### src/rtl/gpio_ctrl_pkg.sv
package gpio_ctrl_pkg;

  localparam int unsigned ADDR_W = 12;
  localparam int unsigned WIDX_W = ADDR_W - 2;

  typedef enum logic [1:0] {
    PM_INPUT    = 2'd0,
    PM_PUSHPULL = 2'd1,
    PM_OD_LOW   = 2'd2,
    PM_OD_HIGH  = 2'd3
  } pin_mode_e;

  // word indices (byte address >> 2)
  localparam logic [WIDX_W-1:0] W_INFO    = 10'h000;
  localparam logic [WIDX_W-1:0] W_CFG     = 10'h001;
  localparam logic [WIDX_W-1:0] W_MODE    = 10'h002;
  localparam logic [WIDX_W-1:0] W_SAMPLE  = 10'h020;
  localparam logic [WIDX_W-1:0] W_INPUT   = 10'h040;
  localparam logic [WIDX_W-1:0] W_OUT     = 10'h060;
  localparam logic [WIDX_W-1:0] W_SET     = 10'h080;
  localparam logic [WIDX_W-1:0] W_CLR     = 10'h0A0;
  localparam logic [WIDX_W-1:0] W_TGL     = 10'h0C0;
  localparam logic [WIDX_W-1:0] W_RISE_EN = 10'h0E0;
  localparam logic [WIDX_W-1:0] W_FALL_EN = 10'h100;
  localparam logic [WIDX_W-1:0] W_HIGH_EN = 10'h120;
  localparam logic [WIDX_W-1:0] W_LOW_EN  = 10'h140;
  localparam logic [WIDX_W-1:0] W_ANY_ST  = 10'h160;
  localparam logic [WIDX_W-1:0] W_RISE_ST = 10'h180;
  localparam logic [WIDX_W-1:0] W_FALL_ST = 10'h1A0;
  localparam logic [WIDX_W-1:0] W_HIGH_ST = 10'h1C0;
  localparam logic [WIDX_W-1:0] W_LOW_ST  = 10'h1E0;

endpackage

### src/rtl/gpio_pad_drive.sv
module gpio_pad_drive
  import gpio_ctrl_pkg::*;
#(
  parameter int unsigned NPINS = 32
) (
  input  logic [2*NPINS-1:0] mode_i,
  input  logic [NPINS-1:0]   out_i,
  output logic [NPINS-1:0]   pad_out_o,
  output logic [NPINS-1:0]   pad_oe_o
);

  for (genvar p = 0; p < NPINS; p++) begin : g_pin
    pin_mode_e style;
    assign style = pin_mode_e'(mode_i[2*p +: 2]);

    always_comb begin
      unique case (style)
        PM_PUSHPULL: begin pad_oe_o[p] = 1'b1;      pad_out_o[p] = out_i[p]; end
        PM_OD_LOW:   begin pad_oe_o[p] = ~out_i[p]; pad_out_o[p] = 1'b0;     end
        PM_OD_HIGH:  begin pad_oe_o[p] = out_i[p];  pad_out_o[p] = 1'b1;     end
        default:     begin pad_oe_o[p] = 1'b0;      pad_out_o[p] = 1'b0;     end
      endcase
    end
  end

endmodule

### src/rtl/gpio_in_sync.sv
module gpio_in_sync #(
  parameter int unsigned NPINS = 32
) (
  input  logic             clk_i,
  input  logic             rst_ni,
  input  logic [NPINS-1:0] pad_i,
  input  logic [NPINS-1:0] sample_en_i,
  output logic [NPINS-1:0] sync_o,
  output logic [NPINS-1:0] rise_o,
  output logic [NPINS-1:0] fall_o
);

  logic [NPINS-1:0] meta_q, sync_q, prev_q;

  always_ff @(posedge clk_i or negedge rst_ni) begin
    if (!rst_ni) begin
      meta_q <= '0;
      sync_q <= '0;
      prev_q <= '0;
    end else begin
      meta_q <= pad_i;
      sync_q <= meta_q;
      prev_q <= sync_q;
    end
  end

  assign sync_o = sync_q;
  assign rise_o = sample_en_i &  sync_q & ~prev_q;
  assign fall_o = sample_en_i & ~sync_q &  prev_q;

endmodule

### src/rtl/gpio_irq_unit.sv
module gpio_irq_unit #(
  parameter int unsigned NPINS = 32
) (
  input  logic             clk_i,
  input  logic             rst_ni,
  input  logic [NPINS-1:0] sync_i,
  input  logic [NPINS-1:0] sample_en_i,
  input  logic [NPINS-1:0] rise_evt_i,
  input  logic [NPINS-1:0] fall_evt_i,
  input  logic [NPINS-1:0] rise_en_i,
  input  logic [NPINS-1:0] fall_en_i,
  input  logic [NPINS-1:0] high_en_i,
  input  logic [NPINS-1:0] low_en_i,
  input  logic [NPINS-1:0] rise_clr_i,
  input  logic [NPINS-1:0] fall_clr_i,
  input  logic             pulse_mode_i,
  output logic [NPINS-1:0] rise_st_o,
  output logic [NPINS-1:0] fall_st_o,
  output logic [NPINS-1:0] high_st_o,
  output logic [NPINS-1:0] low_st_o,
  output logic [NPINS-1:0] any_st_o,
  output logic             irq_o
);

  localparam int unsigned PEND_W = 4 * NPINS;

  logic [NPINS-1:0]  rise_q, rise_d, fall_q, fall_d;
  logic [PEND_W-1:0] pend_all, pend_prev_q;

  // a new event wins over a clear in the same cycle
  always_comb begin
    rise_d = (rise_q & ~rise_clr_i) | (rise_evt_i & rise_en_i);
    fall_d = (fall_q & ~fall_clr_i) | (fall_evt_i & fall_en_i);
  end

  always_ff @(posedge clk_i or negedge rst_ni) begin
    if (!rst_ni) begin
      rise_q      <= '0;
      fall_q      <= '0;
      pend_prev_q <= '0;
    end else begin
      rise_q      <= rise_d;
      fall_q      <= fall_d;
      pend_prev_q <= pend_all;
    end
  end

  assign high_st_o = high_en_i & sample_en_i &  sync_i;
  assign low_st_o  = low_en_i  & sample_en_i & ~sync_i;
  assign rise_st_o = rise_q;
  assign fall_st_o = fall_q;
  assign any_st_o  = rise_q | fall_q | high_st_o | low_st_o;
  assign pend_all  = {rise_q, fall_q, high_st_o, low_st_o};

  assign irq_o = pulse_mode_i ? |(pend_all & ~pend_prev_q) : |any_st_o;

endmodule

### src/rtl/gpio_ctrl.sv
module gpio_ctrl
  import gpio_ctrl_pkg::*;
#(
  parameter int unsigned NPINS   = 32,
  parameter logic [9:0]  VERSION = 10'd3
) (
  input  logic              clk_i,
  input  logic              rst_ni,
  input  logic              bus_req_i,
  input  logic              bus_we_i,
  input  logic [11:0]       bus_addr_i,
  input  logic [31:0]       bus_wdata_i,
  output logic [31:0]       bus_rdata_o,
  input  logic [NPINS-1:0]  pad_in_i,
  output logic [NPINS-1:0]  pad_out_o,
  output logic [NPINS-1:0]  pad_oe_o,
  output logic              irq_o
);

  localparam int unsigned MODE_WORDS = (NPINS + 15) / 16;
  localparam int unsigned MODE_BITS  = 32 * MODE_WORDS;
  localparam logic [MODE_BITS-1:0] MODE_MASK =
    MODE_BITS'((128'(1) << (2 * NPINS)) - 128'(1));
  localparam logic [31:0] INFO_WORD = {12'd0, VERSION, 10'(NPINS)};

  // register state
  logic [MODE_BITS-1:0] mode_q, mode_d;
  logic                 cfg_q, cfg_d;
  logic [NPINS-1:0]     sample_en_q, sample_en_d;
  logic [NPINS-1:0]     out_q, out_d;
  logic [NPINS-1:0]     rise_en_q, rise_en_d, fall_en_q, fall_en_d;
  logic [NPINS-1:0]     high_en_q, high_en_d, low_en_q, low_en_d;

  // bus decode
  logic [WIDX_W-1:0] widx;
  logic              aligned, wr;
  logic [NPINS-1:0]  wpins;
  logic [NPINS-1:0]  set_v, clr_v, tgl_v, rise_clr, fall_clr;

  assign widx    = bus_addr_i[11:2];
  assign aligned = (bus_addr_i[1:0] == 2'b00);
  assign wr      = bus_req_i & bus_we_i & aligned;
  assign wpins   = bus_wdata_i[NPINS-1:0];

  // submodule results
  logic [NPINS-1:0] sync_lvl, rise_evt, fall_evt;
  logic [NPINS-1:0] rise_st, fall_st, high_st, low_st, any_st;

  gpio_pad_drive #(.NPINS(NPINS)) i_drive (
    .mode_i    (mode_q[2*NPINS-1:0]),
    .out_i     (out_q),
    .pad_out_o (pad_out_o),
    .pad_oe_o  (pad_oe_o)
  );

  gpio_in_sync #(.NPINS(NPINS)) i_sync (
    .clk_i       (clk_i),
    .rst_ni      (rst_ni),
    .pad_i       (pad_in_i),
    .sample_en_i (sample_en_q),
    .sync_o      (sync_lvl),
    .rise_o      (rise_evt),
    .fall_o      (fall_evt)
  );

  gpio_irq_unit #(.NPINS(NPINS)) i_irq (
    .clk_i        (clk_i),
    .rst_ni       (rst_ni),
    .sync_i       (sync_lvl),
    .sample_en_i  (sample_en_q),
    .rise_evt_i   (rise_evt),
    .fall_evt_i   (fall_evt),
    .rise_en_i    (rise_en_q),
    .fall_en_i    (fall_en_q),
    .high_en_i    (high_en_q),
    .low_en_i     (low_en_q),
    .rise_clr_i   (rise_clr),
    .fall_clr_i   (fall_clr),
    .pulse_mode_i (cfg_q),
    .rise_st_o    (rise_st),
    .fall_st_o    (fall_st),
    .high_st_o    (high_st),
    .low_st_o     (low_st),
    .any_st_o     (any_st),
    .irq_o        (irq_o)
  );

  // next-state
  always_comb begin
    mode_d      = mode_q;
    cfg_d       = cfg_q;
    sample_en_d = sample_en_q;
    out_d       = out_q;
    rise_en_d   = rise_en_q;
    fall_en_d   = fall_en_q;
    high_en_d   = high_en_q;
    low_en_d    = low_en_q;

    for (int k = 0; k < MODE_WORDS; k++) begin
      if (wr && widx == (W_MODE + WIDX_W'(k))) mode_d[32*k +: 32] = bus_wdata_i;
    end
    mode_d = mode_d & MODE_MASK;

    if (wr && widx == W_CFG)     cfg_d       = bus_wdata_i[0];
    if (wr && widx == W_SAMPLE)  sample_en_d = wpins;
    if (wr && widx == W_OUT)     out_d       = wpins;
    if (wr && widx == W_RISE_EN) rise_en_d   = wpins;
    if (wr && widx == W_FALL_EN) fall_en_d   = wpins;
    if (wr && widx == W_HIGH_EN) high_en_d   = wpins;
    if (wr && widx == W_LOW_EN)  low_en_d    = wpins;

    set_v = (wr && widx == W_SET) ? wpins : '0;
    clr_v = (wr && widx == W_CLR) ? wpins : '0;
    tgl_v = (wr && widx == W_TGL) ? wpins : '0;
    // set and clear first, toggle last
    out_d = ((out_d | set_v) & ~clr_v) ^ tgl_v;

    rise_clr = (wr && widx == W_RISE_ST) ? wpins : '0;
    fall_clr = (wr && widx == W_FALL_ST) ? wpins : '0;
  end

  // registers
  always_ff @(posedge clk_i or negedge rst_ni) begin
    if (!rst_ni) begin
      mode_q      <= '0;
      cfg_q       <= 1'b0;
      sample_en_q <= '0;
      out_q       <= '0;
      rise_en_q   <= '0;
      fall_en_q   <= '0;
      high_en_q   <= '0;
      low_en_q    <= '0;
    end else begin
      mode_q      <= mode_d;
      cfg_q       <= cfg_d;
      sample_en_q <= sample_en_d;
      out_q       <= out_d;
      rise_en_q   <= rise_en_d;
      fall_en_q   <= fall_en_d;
      high_en_q   <= high_en_d;
      low_en_q    <= low_en_d;
    end
  end

  // read path
  always_comb begin
    bus_rdata_o = '0;
    if (bus_req_i && aligned) begin
      unique case (widx)
        W_INFO:    bus_rdata_o = INFO_WORD;
        W_CFG:     bus_rdata_o = {31'd0, cfg_q};
        W_SAMPLE:  bus_rdata_o = 32'(sample_en_q);
        W_INPUT:   bus_rdata_o = 32'(sync_lvl & sample_en_q);
        W_OUT:     bus_rdata_o = 32'(out_q);
        W_RISE_EN: bus_rdata_o = 32'(rise_en_q);
        W_FALL_EN: bus_rdata_o = 32'(fall_en_q);
        W_HIGH_EN: bus_rdata_o = 32'(high_en_q);
        W_LOW_EN:  bus_rdata_o = 32'(low_en_q);
        W_ANY_ST:  bus_rdata_o = 32'(any_st);
        W_RISE_ST: bus_rdata_o = 32'(rise_st);
        W_FALL_ST: bus_rdata_o = 32'(fall_st);
        W_HIGH_ST: bus_rdata_o = 32'(high_st);
        W_LOW_ST:  bus_rdata_o = 32'(low_st);
        default:   bus_rdata_o = '0;
      endcase
      for (int k = 0; k < MODE_WORDS; k++) begin
        if (widx == (W_MODE + WIDX_W'(k))) bus_rdata_o = mode_q[32*k +: 32];
      end
    end
  end

endmodule

### config.mk
export PLATFORM = sky130hd
export DESIGN_NAME = gpio_ctrl
export DESIGN_NICKNAME = d
export VERILOG_FILES = /design/src/rtl/gpio_ctrl_pkg.sv /design/src/rtl/gpio_pad_drive.sv /design/src/rtl/gpio_in_sync.sv /design/src/rtl/gpio_irq_unit.sv /design/src/rtl/gpio_ctrl.sv
export SDC_FILE = /design/constraint.sdc
export NUM_CORES = 1
export LEC_CHECK = 0
export CAP_MARGIN = 20
export CORE_ASPECT_RATIO = 0.6
export CORE_MARGIN = 1.5
export CORE_UTILIZATION = 60
export CTS_BUF_LIST = sky130_fd_sc_hd__clkbuf_16
export CTS_CLUSTER_DIAMETER = 50
export DETAILED_ROUTE_END_ITERATION = 12
export DONT_BUFFER_PORTS = 1
export PLACE_DENSITY = 0.76
export SLEW_MARGIN = 20
export SYNTH_ARGS = -nofsm -noshare
export SYNTH_HDL_FRONTEND = slang
export SYNTH_SLANG_ARGS = --single-unit
### constraint.sdc
create_clock -name clk_i -period 2.58 [get_ports clk_i]
set_input_delay 0 -clock clk_i [delete_from_list [all_inputs] [get_ports clk_i]]
set_output_delay 0 -clock clk_i [all_outputs]
set_load 0.01 [all_outputs]
==> flow_summary.toml <==
[worst_setup_path]
worst-path-max-fanout = 2
crit_type = "flip-flop to primary output"
cp-end-kind = "primary output"
required_ns = 2.58
cp_cell_sequence = "mux2_4, a211o_4, or4_4, or4_4, nor4_4, a31oi_4"
crit_path_frequent_cell = "or4_4"
critical-path-slowest-cell = "or4_4"
cpPeakStageDelay_ns = 0.60
reg2reg_slack_ns = 0.75
setup.worst_path.start_class = "flip-flop"
cp_data_arrival_time_ns = 3.05

[synthesis]
ys_types = 77
synthArstFlopShare = 1.000
yosysMostFrequentCell = "dfrtp_1"
yosys.area.top_type_share = 0.5481
synth_warnings = 0
synthFlopType = "dfrtp_1"
syn_inst = 2189
synth_edf_count = 0
avgSynthCellArea_um2 = 11.37
synthTopCellsByArea = "dfrtp_1, mux2_1, nand2_1"
syn_nets = 2269
synth_common_cells = "dfrtp_1, mux2_1, nand2_1"
synth_top_cell_by_area = "dfrtp_1"
yosysSeqAreaShare = 0.5481
synth_area_mm2 = 0.02488
synth-seq-cells = 545

[power]
power_leakage_nw = 14.13
p_int_mw = 12.73
power.density_mw_per_mm2 = 557.5
worst_ir_drop_vdd_mv = 0.4971
sw_frac_of_total = 0.2232
sequentialPowerShare = 0.532
p_switching_mw = 3.658
p_comb_frac = 0.025
clkPwrFrac = 0.443

[cts]
cts.sinks = 545
clockBufferDepth = 3
numCtsBuffers = 50
cts_tree = "done"
htreeDepth = 2
root_buffer = "clkbuf_16"
clock_latency_ns = 0.59
cts.clk_slew.worst_paths_ns = 0.06
ctsHoldBuffers = 134

[min_path]
hold_path_class = "primary input to async pin"

[sta]
slew_headroom = -0.8746
slew_violations = 363
hold_viol_final = 545
setup_viol = 1
whs_ns = -0.8762
layout_setup_ws_ns = -0.4678
rsz0062_at_grt = "yes"
min_period_ns = 3.048
min_period_over_period = 1.181
worstMarginPinSlew_ns = 2.812
fmax_ghz = 0.3281
clock_skew_ns = 0.01682

[final_layout]
final_nets = 2467
drive_gt1_frac = 0.1211
layout.cells.non_filler = 2962
fillCellCount = 2856
syn_to_final_growth_pct = 18.12

[die]
coreArea_mm2 = 0.04065
core.rowCount = 57
fp.dieW_um = 265.9
initial_utilization = 0.6121
die_area_mm2 = 0.04274
die_h_um = 160.7
pin_count = 177

[global_route]
grtUsageTotal = 0.4440
antenna_found_initial = 4
grt_pass1_wl_um = 137000
grt_max_degree = 546
grt_overflow_total = 0
grt_pass1_vias = 20350

[detailed_routing]
wl_per_cell_um = 32.10
final_antenna_net_count = 0
route.detailed.drc = 0
routed_wl_um = 95080
drt-vias-per-instance = 7.042
drtIter0Drc = 3443
drt_pass1_iterations = 6
num_vias = 20860

[place]
dp_hpwl_um = 63920
dpl.cell_count = 2731
port-buffer-count = 0
gp_congestion = 1.023

[flow_run]
cap_violations = 0

[run_status]
status = "finished with violations"
violations = "hold timing, slew limit, setup timing"
-- path summary, 6_finish.rpt --
check	end	from	depth (start not counted)
setup reg to reg	out_q[11]$_DFF_PN0_	out_q[11]$_DFF_PN0_	4
min in group clk_i	mode_q[37]$_DFFE_PN0P_	bus_addr_i[2]	4
hold reg to reg	i_sync.sync_o[28]$_DFF_PN0_	i_sync.meta_q[28]$_DFF_PN0_	0
hold / removal	mode_q[60]$_DFFE_PN0P_	rst_ni	0
max in group asynchronous	i_sync.sync_o[20]$_DFF_PN0_	rst_ni	0
setup / recovery	irq_o	i_sync.sync_o[21]$_DFF_PN0_	6
-- state kept, by name, summed over array words and instances, names as in the netlist --
name	cells
out_q	32
fall_en_q	32
sample_en_q	32
i_sync.sync_o	32
i_irq.rise_st_o	32
low_en_q	32
i_irq.pend_prev_q	128
i_irq.fall_st_o	32
rise_en_q	32
mode_q	64
cfg_q	1
high_en_q	32
i_sync.meta_q	32
i_sync.prev_q	32
-- cell families after synthesis --
logic type,count (synthesis),share of synthesized area
mux,309,0.1378
compound gates,521,0.1515
simple gates,538,0.1133
xor+xnor,33,0.01162
flops,545,0.5481
buf+inv,243,0.03771
-- metrics by stage --
stage / utilization / instance area [um^2] / total power [mW] / setup TNS [ns] / setup slack, ns
final: 0.7231 / 29390 / 16.39 / -0.4678 / -0.4678
after detailed placement: 0.6459 / 26260 / 9.060 / -0.05919 / -0.05919
after CTS: 0.7202 / 29280 / 16.37 / -0.4327 / -0.4327
after global routing: 0.7229 / 29390 / 16.75 / -0.5472 / -0.5068
after floorplan: - / 24880 / 9.048 / 0 / 0.1970
after global placement: 0.6459 / 26260 / 9.053 / -0.02742 / -0.02742
-- layer usage --
| metal | share of wire | up-vias | GRT usage |
|---|---|---|---|
| met4 | 0.047 | 0 | 0.1810 |
| met5 | 0 | - | 0 |
| met3 | 0.17 | 346 | 0.1829 |
| li1 | - | 8369 | - |
| met2 | 0.41 | 1705 | 0.6205 |
| met1 | 0.38 | 10440 | 0.6137 |
-- power by group through the flow --
| stage | clock network, mW | registers [mW] | logic [mW] |
|---|---|---|---|
| after floorplan | 0 | 8.85 | 0.199 |
| after global placement | 0 | 8.87 | 0.185 |
| after detailed placement | 0 | 8.87 | 0.189 |
| after CTS | 7.26 | 8.71 | 0.398 |
| after global routing | 7.60 | 8.72 | 0.431 |
| final | 7.25 | 8.72 | 0.416 |
-- layout by cell type (no fill, tap or decap), drive strengths merged, types with 9 or more instances in the layout --
cell	count
dfrtp	545
mux2	266
nand2	212
buf	138
dlygate4sd3	134
inv	130
o21ai	81
nand2b	61
nor2b	55
a32o	53
a21oi	53
clkbuf	51
a31oi	46
nand3	44
mux2i	43
o22ai	43
nor2	41
a211oi	35
xnor2	33
o21a	32
a21boi	32
a221oi	24
a22oi	22
clkinv	22
and3	21
nor3	17
nor4	15
a22o	12
and3b	11
o2bb2ai	11
a21o	11
nand4	10
o2111ai	9
a211o	9
or4	9
-- critical path: cells and delay by family (launching register included) --
family           cells  cell delay [ns]
multiplexers         1             0.31
flip-flops           1             0.39
AND/OR/NAND/NOR      3             1.31
AO/OA/AOI/OAI        2             0.46
-- cell type report --
class / count / area, um^2 / share of cell area
Clock buffer: 51 / 1276 / 0.04342
Inverter: 117 / 439.2 / 0.01494
Sequential cell: 545 / 13650 / 0.4642
Antenna cell: 4 / 10.01 / 0.0003405
Multi-Input combinational cell: 1401 / 10650 / 0.3622
Timing Repair Buffer: 272 / 2440 / 0.08301
Clock inverter: 41 / 272.8 / 0.009280
Tap cell: 531 / 664.4 / 0.02260
-- repair_timing --
item | in CTS | in global routing
setup endpoints to repair | 9 | 11
buffers inserted | 0 | 1
gates cloned | 0 | 0
endpoints found under the hold margin | 898 | 545
pin swaps | 8 | 6
gates resized for setup | 26 | 19
Note: power is estimated with default switching activity, not from simulation.
